`config.mk`:
```
export PLATFORM = sky130hd
export DESIGN_NAME = ctlreg_access_unit
export DESIGN_NICKNAME = d
export VERILOG_FILES = /design/src/rtl/ctlreg_pkg.sv /design/src/rtl/ctlreg_decode.sv /design/src/rtl/ctlreg_runfsm.sv /design/src/rtl/ctlreg_readfmt.sv /design/src/rtl/ctlreg_access_unit.sv
export SDC_FILE = /design/constraint.sdc
export NUM_CORES = 1
export LEC_CHECK = 0
export ABC_AREA = 1
export BUFFER_PORTS_ARGS = -buffer_cell sky130_fd_sc_hd__buf_2
export CELL_PAD_IN_SITES_DETAIL_PLACEMENT = 2
export CELL_PAD_IN_SITES_GLOBAL_PLACEMENT = 2
export CORE_MARGIN = 2
export CORE_UTILIZATION = 10
export CTS_CLUSTER_DIAMETER = 30
export DETAILED_ROUTE_END_ITERATION = 8
export GPL_TIMING_DRIVEN = 0
export PLACE_DENSITY = 0.95
export REMOVE_ABC_BUFFERS = 1
export SYNTH_ARGS = -nofsm -noshare
export SYNTH_HDL_FRONTEND = slang
export SYNTH_HIERARCHICAL = 1
export SYNTH_SLANG_ARGS = --single-unit
```
`constraint.sdc`:
```
create_clock -name clk -period 3.1 [get_ports clk]
set_clock_uncertainty 0.05 [all_clocks]
set_input_delay 0.62 -clock clk [delete_from_list [all_inputs] [get_ports clk]]
set_output_delay 0.62 -clock clk [all_outputs]
set_load 0.02 [all_outputs]
```
`src/rtl/ctlreg_pkg.sv`:
```
package ctlreg_pkg;
    localparam int SPRN_W     = 10;
    localparam int DATA_W     = 64;
    localparam int RD_NUM     = 136;
    localparam int WR_NUM     = 152;
    localparam int MIRROR_BIT = 15;

    typedef enum logic [2:0] {
        ACC_IDLE,
        ACC_FOREIGN,
        ACC_RD_FLAG,
        ACC_RD_WPORT,
        ACC_WR_FLAG,
        ACC_WR_RPORT
    } acc_kind_t;

    typedef enum logic {
        ST_HALTED  = 1'b0,
        ST_RUNNING = 1'b1
    } run_state_t;
endpackage

```
`src/rtl/ctlreg_decode.sv`:
```
module ctlreg_decode
    import ctlreg_pkg::*;
(
    input  logic              valid,
    input  logic [SPRN_W-1:0] sprn,
    input  logic              write,
    output acc_kind_t         kind
);
    localparam logic [SPRN_W-1:0] RD_SEL = SPRN_W'(RD_NUM);
    localparam logic [SPRN_W-1:0] WR_SEL = SPRN_W'(WR_NUM);

    always_comb begin
        kind = ACC_FOREIGN;
        if (!valid) begin
            kind = ACC_IDLE;
        end else if (sprn == RD_SEL) begin
            kind = write ? ACC_WR_RPORT : ACC_RD_FLAG;
        end else if (sprn == WR_SEL) begin
            kind = write ? ACC_WR_FLAG : ACC_RD_WPORT;
        end
    end
endmodule

```
`src/rtl/ctlreg_runfsm.sv`:
```
module ctlreg_runfsm
    import ctlreg_pkg::*;
(
    input  logic clk,
    input  logic rst_n,
    input  logic load,
    input  logic load_bit,
    output logic run
);
    run_state_t state_q, state_d;

    // next-state process: T_START, T_STOP, T_HOLD
    always_comb begin
        state_d = state_q;
        unique case (state_q)
            ST_RUNNING: if (load && !load_bit) state_d = ST_HALTED;   // T_STOP
            ST_HALTED:  if (load && load_bit)  state_d = ST_RUNNING;  // T_START
            default:    state_d = ST_RUNNING;
        endcase
    end

    always_ff @(posedge clk) begin
        if (!rst_n) state_q <= ST_RUNNING;
        else        state_q <= state_d;
    end

    always_comb run = (state_q == ST_RUNNING);
endmodule

```
`src/rtl/ctlreg_readfmt.sv`:
```
module ctlreg_readfmt
    import ctlreg_pkg::*;
(
    input  acc_kind_t         kind,
    input  logic              priv,
    input  logic              run,
    input  logic [DATA_W-1:0] old_val,
    output logic [DATA_W-1:0] rdata
);
    always_comb begin
        rdata = '0;
        unique case (kind)
            ACC_RD_FLAG: begin
                rdata[0]          = run;
                rdata[MIRROR_BIT] = run & priv;
            end
            ACC_RD_WPORT: rdata = old_val;
            default:      rdata = '0;
        endcase
    end
endmodule

```
`src/rtl/ctlreg_access_unit.sv`:
```
module ctlreg_access_unit
    import ctlreg_pkg::*;
(
    input  logic              clk,
    input  logic              rst_n,
    input  logic              req_valid,
    input  logic [SPRN_W-1:0] req_sprn,
    input  logic              req_write,
    input  logic              req_priv,
    input  logic [DATA_W-1:0] req_wdata,
    input  logic [DATA_W-1:0] req_old,
    output logic [DATA_W-1:0] resp_rdata,
    output logic              resp_handled,
    output logic              resp_illegal,
    output logic              resp_priv_fault,
    output logic              run_o
);
    acc_kind_t kind;
    logic      load;

    ctlreg_decode u_dec (
        .valid (req_valid),
        .sprn  (req_sprn),
        .write (req_write),
        .kind  (kind)
    );

    always_comb load = (kind == ACC_WR_FLAG) && req_priv;

    ctlreg_runfsm u_fsm (
        .clk      (clk),
        .rst_n    (rst_n),
        .load     (load),
        .load_bit (req_wdata[0]),
        .run      (run_o)
    );

    ctlreg_readfmt u_fmt (
        .kind    (kind),
        .priv    (req_priv),
        .run     (run_o),
        .old_val (req_old),
        .rdata   (resp_rdata)
    );

    // response flag process
    always_comb begin
        resp_handled    = 1'b0;
        resp_illegal    = 1'b0;
        resp_priv_fault = 1'b0;
        unique case (kind)
            ACC_IDLE, ACC_FOREIGN: ;
            ACC_RD_FLAG, ACC_WR_RPORT: resp_handled = 1'b1;
            ACC_RD_WPORT: begin
                resp_handled = 1'b1;
                resp_illegal = !req_priv;
            end
            ACC_WR_FLAG: begin
                resp_handled    = 1'b1;
                resp_priv_fault = !req_priv;
            end
            default: ;
        endcase
    end
endmodule

```
==> flow_summary.yaml, run 1 <==
setup_path:
  reg2reg_slack_ns: 2.48
  worstPathArrival_ns: 2.23
  slowest_delay_ns: 0.29
  crit_chain: "buf_2 -> inv_1 -> nand2_1 -> nor2_2 -> nand3_2 -> nor3_4 -> inv_2 -> nor2_4 -> buf_4 -> nand2_8 -> nor2_1 -> buf_2"
  critPathMaxFanout: 31
  crit_type: "in -> out"
  cp_common_cell: "buf_2"
  critPathLaunch: "req_sprn[2]"
  start_kind: "input port"
  cp.depth: 12
  worst_path_max_delay_cell: "nor3_4"
  end_kind: "output pin"
  crit_family: "simple AND/OR/NAND/NOR gates"
  critPathBufInv: 5
  worstPathRequired_ns: 2.43
  reg2reg_depth: 2
cts:
  clock_latency_ns: 0
  clk_transition_reported_paths_ns: 0
  cts_hold_buffers: 0
final_layout:
  post-route-cell-area_um2: 1670
  area_delta_synth_final_pct: 106
  fillCellCount: 1036
  final_nets: 464
  diodes: 0
  final_layout_size_suffix_gt1_share_pct: 54.5
global_routing:
  grt_pass1_wl_um: 6890
  grt_use_total_pct: 9.32
  antenna_found_initial: 0
  grt_pass1_vias: 1557
  grt_start_max_net_pins: 63
  grt_overflow: 0
timing:
  tightestPinTransition_ns: 0.636
  max-slew-margin-rel_pct: 57.5
  period_minus_slack_ns: 2.90
  slew_viol_final: 0
  hold_violations: 0
  rsz0062_at_grt: "false"
  fmax_ghz: 0.345
  fin_crit_sh_pct: 93.6
  setup_ws_ns: 0.198
  setup_viol: 0
logic_synthesis:
  yosys_register_bits: 1
  synth_area_per_cell_um2: 4.66
  synth_top_family_by_area: "simple AND/OR/NAND/NOR gates"
  async_flop_share_pct: 0
  synthFlopType: "dfxtp_1"
  synth_area_um2: 811
  yosys_warnings: 6
  synth-simple-area-share_pct: 52.8
  synthDistinctLibCells: 16
  synthMuxAreaShare_pct: 0
  synth_edf_count: 0
  yosys.area_share.adder_pct: 0
  synth_seq_area_share_pct: 2.47
  synth-compound-area-share_pct: 0
  synthCells: 174
  yosys.area_share.xor_xnor_pct: 2.16
drt:
  drtAntennaViolNets: 0
  vias: 1527
  first_pass_iters: 3
  drcViolationCount: 0
  wirelength_um: 4880
  vias_per_cell: 3.63
  drt_iter0_drc: 22
  detail_route.wl_per_cell_um: 11.6
run_status:
  status: "finished, final reports clean"
pwr:
  power.leakage_nw: 1.31
  netSwitchingFraction_pct: 39.8
  clkPwrFrac_pct: 0
  power.switching_uw: 37.8
  p_comb_share_pct: 86.2
  sequentialPowerShare_pct: 13.8
  ir_worst_vdd_v: 0.0000621
  p_int_uw: 57.1
  p_per_area_nw_per_um2: 56.9
placed_design:
  port_buffers: 147
  dpl-instance-area_um2: 1610
  place_ws_ns: -0.173
  dpl.hpwl_um: 4120
  gp_congestion: 0.692
floorplanning:
  die_w_um: 94.0
  core.rowCount: 32
  pin_count: 211
  initial_core_util_pct: 10.4
  die-area_um2: 8840
  die-height_um: 94.0
  core_um2: 7810
job:
  maxCapViolCount: 0
hold_path:
  min_path_cells: 2
  hold_path.class: "reg -> reg"
[final cells by class]
class | count | area (um2) | share of cell area [%]
Multi-Input combinational cell | 94 | 483 | 29.0
Timing Repair Buffer | 150 | 758 | 45.5
Sequential cell | 1 | 20.0 | 1.20
Inverter | 74 | 278 | 16.7
Tap cell | 102 | 128 | 7.66
[Yosys cell counts (2+ instances only)]
library cell | n | area, um2
buf_6 | 6 | 67.6
nand3_1 | 2 | 10.0
nor2_2 | 14 | 87.6
nand3_2 | 2 | 20.0
nor2_1 | 56 | 210
inv_1 | 73 | 274
nand2_1 | 9 | 33.8
xor2_1 | 2 | 17.5
nand4_1 | 2 | 12.5
nor3_2 | 2 | 20.0
[cells in the final DEF, fill, tap and decap left out, drive strengths merged]
cell type,Yosys,final
buf,6,150
inv,74,74
nor2,71,71
nand2,11,12
nand3,4,4
nor3,3,3
xor2,2,2
nand4,2,2
dfxtp,1,1
[worst max-delay path by stage]
stage	end
4_1_cts	resp_rdata[58]
2_1_floorplan	resp_rdata[10]
3_3_place_gp	resp_rdata[4]
5_1_grt	resp_rdata[58]
3_5_place_dp	resp_rdata[58]
6_report	resp_rdata[58]
[routing by layer]
metal	wire length, um	up-vias	track usage (%)
li1	-	747	-
met1	1570	694	8.29
met2	2840	82	21.3
met3	418	4	1.61
met4	51	0	1.09
met5	0	-	0
[worst register-to-register path: cells and delay by family (launching register included)]
kind / cells / cell delay [ns]
simple gates: 2 / 0.13
flops: 1 / 0.32
[logic make-up after synthesis]
family,count (synthesis)
AND/OR/NAND/NOR,91
buffers and inverters,80
XOR/XNOR,2
flip-flops,1
[stage by stage]
| step | cells | hold WS [ns] | utilization (%) | power [mW] | setup TNS [ns] |
|---|---|---|---|---|---|
| after floorplan | 168 | 0.520 | - | 0.0376 | 0 |
| after global placement | 417 | 0.445 | 20.6 | 0.0868 | 0 |
| after detailed placement | 417 | 0.462 | 20.6 | 0.0940 | -6.33 |
| after CTS | 417 | 0.466 | 20.8 | 0.0954 | 0 |
| after global routing | 421 | 0.495 | 21.3 | 0.107 | 0 |
| final | 421 | 0.458 | 21.3 | 0.0949 | 0 |
[power by group through the flow]
stage	clock (mW)	sequential (mW)	combinational (mW)
3_3_place_gp	0	0.0131	0.0736
3_5_place_dp	0	0.0131	0.0808
2_1_floorplan	0	0.0131	0.0245
4_1_cts	0	0.0131	0.0822
5_1_grt	0	0.0131	0.0942
6_report	0	0.0131	0.0818
[repair_timing]
item                                    4_1_cts  5_1_grt
gates cloned                                  0        1
endpoints found under the setup margin       62       59
gates resized for setup                       2        2
setup buffers                                 0        3
pin swaps                                     0        2
No activity file was read; power rests on OpenSTA's default activity.
==> run 2: changes to the inputs <==
CORE_MARGIN = default   (was 2)
==> flow_summary.yaml, run 2 (synthesis gave the netlist of run 1 again) <==
run_status:
  status: "finished, final reports clean"
setup_path:
  start_kind: "input port"
  critPathMaxFanout: 31
  worstPathRequired_ns: 2.43
  crit_type: "in -> out"
  crit_chain: "buf_2 -> inv_1 -> nand2_1 -> nor2_2 -> nand3_2 -> nor3_4 -> inv_2 -> nor2_4 -> buf_12 -> nand2_8 -> nor2_1 -> buf_2"
  cp_common_cell: "buf_2"
  slowest_delay_ns: 0.28
  reg2reg_slack_ns: 2.46
  reg2reg_depth: 2
  critPathLaunch: "req_sprn[2]"
  crit_end: "resp_rdata[46]"
  worst_path_max_delay_cell: "nor3_4"
  end_kind: "output pin"
  worstPathArrival_ns: 2.25
placed_design:
  dpl-instance-area_um2: 1610
  port_buffers: 147
  dpl.hpwl_um: 3970
  gp_congestion: 0.692
floorplanning:
  core_um2: 7770
  die-height_um: 92.0
  initial_core_util_pct: 10.4
  core.rowCount: 32
  die-area_um2: 8470
  die_w_um: 92.0
  pin_count: 211
timing:
  setup_viol: 0
  hold_violations: 0
  fmax_ghz: 0.342
  holdWs_ns: 0.480
  max-slew-margin-rel_pct: 58.0
  tightestPinTransition_ns: 0.629
  rsz0062_at_grt: "false"
  period_minus_slack_ns: 2.92
  slew_viol_final: 0
  fin_crit_sh_pct: 94.3
global_routing:
  grtUsageMet3_pct: 1.91
  grtUsageMet2_pct: 21.0
  grt_start_max_net_pins: 63
  grt_overflow: 0
  grt_pass1_vias: 1491
  grt_use_total_pct: 9.59
  grt_pass1_wl_um: 6830
  antenna_found_initial: 0
  use_met1_pct: 9.48
  top_usage_layer: "met2"
pwr:
  clkPwrFrac_pct: 0
  sequentialPowerShare_pct: 13.9
  power.leakage_nw: 1.31
  p_int_uw: 57.1
  power.switching_uw: 37.1
  p_comb_share_pct: 86.1
  netSwitchingFraction_pct: 39.4
  ir_worst_vdd_v: 0.0000508
  p_per_area_nw_per_um2: 56.4
final_layout:
  final_layout_size_suffix_gt1_share_pct: 54.4
  area_delta_synth_final_pct: 106
  diodes: 0
  post-route-cell-area_um2: 1670
  multi_input_area_um2: 483
  layout_commonest_cell: "buf_2"
  regArea_um2: 20.0
  mostFrequentLayoutCells: "buf_2, inv_1, nor2_1, nor2_2, nand2_1"
  final_nets: 463
  fillCellCount: 1020
drt:
  drcViolationCount: 0
  first_pass_iters: 3
  drtAntennaViolNets: 0
  vias: 1497
  drt_iter0_drc: 7
  vias_per_cell: 3.56
  wirelength_um: 4730
  detail_route.wl_per_cell_um: 11.3
cts:
  clock_latency_ns: 0
  clk_transition_reported_paths_ns: 0
hold_path:
  hold_path.class: "reg -> reg"
job:
  maxCapViolCount: 0
[run 2: changes by cell type in the layout (fill, tap and decap cells not counted)]
| cell | before | now |
|---|---|---|
| buf_4 | 3 | 1 |
| buf_12 | 0 | 1 |
[run 2: how the worst min path moves through the flow]
stage	end	slack (ns)	cells after the start
detailed placement	flip-flop	0.49	2
global route	flip-flop	0.53	2
finish	flip-flop	0.48	2
global placement	flip-flop	0.47	2
floorplan	flip-flop	0.52	2
CTS	flip-flop	0.49	2
[run 2: final cells by class]
class	count	area share [%]
Timing Repair Buffer	149	45.7
Multi-Input combinational cell	94	28.9
Inverter	74	16.6
Tap cell	102	7.63
Sequential cell	1	1.20
[run 2: repair_timing]
| action | in CTS | in global routing |
|---|---|---|
| hold buffers | 0 | 0 |
| pin swaps | 0 | 2 |
| resized for setup | 2 | 2 |
| setup buffers | 0 | 2 |
| gates cloned | 0 | 1 |
| endpoints found under the setup margin | 62 | 29 |
[run 2: per-layer routing]
metal	up-vias	share of wire [%]
met5	-	0
met4	0	0
met3	0	9.8
met2	84	55
met1	671	35
li1	742	-
[run 2: metrics by stage]
stage / TNS, ns / instances / power (mW) / utilization (%) / setup WS, ns
floorplan: 0 / 168 / 0.0376 / - / 0.358
global placement: -0.0378 / 417 / 0.0868 / 20.7 / -0.0347
detailed placement: -4.30 / 417 / 0.0928 / 20.7 / -0.204
CTS: 0 / 417 / 0.0942 / 20.9 / 0.0293
global route: 0 / 420 / 0.106 / 21.5 / 0.00429
finish: 0 / 420 / 0.0943 / 21.5 / 0.175
[run 2: worst max-delay path: cells and delay by family]
family / cells / cell delay, ns
and+or+nand+nor: 7 / 1.07
buffers and inverters: 5 / 0.55
[run 2: power by group through the flow]
| stage | Clock [mW] | Combinational (mW) | Sequential [mW] |
|---|---|---|---|
| 3_3_place_gp | 0 | 0.0736 | 0.0131 |
| 3_5_place_dp | 0 | 0.0797 | 0.0131 |
| 6_report | 0 | 0.0811 | 0.0131 |
| 2_1_floorplan | 0 | 0.0245 | 0.0131 |
| 5_1_grt | 0 | 0.0927 | 0.0131 |
| 4_1_cts | 0 | 0.0811 | 0.0131 |
==> run 3: changes to the inputs <==
REMOVE_ABC_BUFFERS = default   (was 1)
==> flow_summary.yaml, run 3 (synthesis gave the netlist of run 1 again) <==
drt:
  drt_iter0_drc: 8
  vias: 1490
  first_pass_iters: 2
  vias_per_cell: 3.52
  drcViolationCount: 0
  wirelength_um: 4400
  detail_route.wl_per_cell_um: 10.4
  drtAntennaViolNets: 0
setup_path:
  crit_chain: "buf_2 -> inv_1 -> nand2_1 -> nor2_2 -> nand3_2 -> nor3_2 -> inv_2 -> nor2_4 -> nand2_4 -> buf_6 -> nor2_1 -> buf_2"
  worst_path_max_delay_cell: "nor3_2"
  reg2reg_depth: 2
  worstPathRequired_ns: 2.43
  crit_type: "in -> out"
  cp_common_cell: "buf_2"
  critPathMaxFanout: 10
  start_kind: "input port"
  critPathBufInv: 5
  reg2reg_slack_ns: 2.48
  end_kind: "output pin"
  slowest_delay_ns: 0.37
  crit_family: "simple AND/OR/NAND/NOR gates"
  worstPathArrival_ns: 2.23
timing:
  holdWs_ns: 0.464
  rsz0062_at_grt: "false"
  period_minus_slack_ns: 2.90
  slew_viol_final: 0
  fmax_ghz: 0.345
  tightestPinTransition_ns: 0.498
  max-slew-margin-rel_pct: 66.7
  hold_violations: 0
  setup_viol: 0
  fin_crit_sh_pct: 93.5
  fin_tns_setup_ns: 0
cts:
  clk_transition_reported_paths_ns: 0
  cts_hold_buffers: 0
  cts_setup_buffers: 0
  clock_latency_ns: 0
  cts.repair.resized: 0
global_routing:
  grt_pass1_wl_um: 6710
  grt_use_total_pct: 9.42
  grt_pass1_vias: 1519
  top_usage_layer: "met2"
  grt_start_max_net_pins: 11
  antenna_found_initial: 0
  grtUsageMet3_pct: 1.49
  grtUsageMet2_pct: 21.0
  use_met1_pct: 9.27
  grt_overflow: 0
floorplanning:
  initial_core_util_pct: 10.4
  die-area_um2: 8470
  pin_count: 211
  die-height_um: 92.0
  core_um2: 7770
  core.rowCount: 32
  die_w_um: 92.0
pwr:
  ir_worst_vdd_v: 0.0000514
  power.leakage_nw: 1.33
  p_per_area_nw_per_um2: 54.6
final_layout:
  final_nets: 466
  regArea_um2: 20.0
  diodes: 0
  area_delta_synth_final_pct: 106
  mostFrequentLayoutCells: "buf_2, inv_1, nor2_1, nor2_2, nand2_1"
  layout_commonest_cell: "buf_2"
  multi_input_area_um2: 445
  fillCellCount: 1034
  final_layout_size_suffix_gt1_share_pct: 54.5
hold_path:
  hold_path.class: "reg -> reg"
  min_path_cells: 2
placed_design:
  gp_congestion: 0.639
  port_buffers: 147
  dpl.hpwl_um: 4130
job:
  maxCapViolCount: 0
run_status:
  status: "finished, final reports clean"
logic_synthesis:
  syn_nets: 317
[run 3: per-stage QoR]
stage          power, mW  instances  worst slack (ns)  area, um2  utilization (%)
2_1_floorplan     0.0377        174             0.511        811                -
3_3_place_gp      0.0864        423             0.247       1670             21.6
3_5_place_dp      0.0938        423             0.162       1670             21.6
4_1_cts           0.0941        423             0.152       1670             21.6
5_1_grt            0.103        423           0.00355       1670             21.6
6_report          0.0915        423             0.201       1670             21.6
[run 3: routing by layer]
layer / up-vias / part of all wire [%]
li1: 747 / -
met1: 674 / 35
met2: 69 / 57
met3: 0 / 8.0
met4: 0 / 0
met5: - / 0
[run 3: final cells by class]
cell class | count | area share (%)
Buffer | 6 | 4.04
Tap cell | 102 | 7.62
Multi-Input combinational cell | 93 | 26.6
Timing Repair Buffer | 147 | 43.9
Sequential cell | 1 | 1.20
Inverter | 74 | 16.6
[run 3: how the worst max path moves through the flow]
stage,from,endpoint,slack [ns],cells past startpoint
floorplan,req_sprn[2],resp_rdata[10],0.51,10
global placement,req_sprn[2],resp_rdata[61],0.25,12
detailed placement,req_sprn[2],resp_rdata[28],0.16,12
CTS,req_sprn[2],resp_rdata[28],0.15,12
global route,req_sprn[0],resp_rdata[28],0.004,12
finish,req_sprn[2],resp_rdata[28],0.20,12
[run 3: report_power, final]
group	switching [mW]	total (mW)	leakage (nW)	internal [mW]
clock network	0	0	0	0
registers	0.00000309	0.0131	0.00810	0.0131
logic	0.0348	0.0783	1.33	0.0435
total	0.0348	0.0915	1.33	0.0566
[run 3: worst register-to-register path, cell delays in order, from the launching register on]
cell and delay (ns):
dfxtp_1 0.32, nand2_2 0.08, nand3_2 0.05
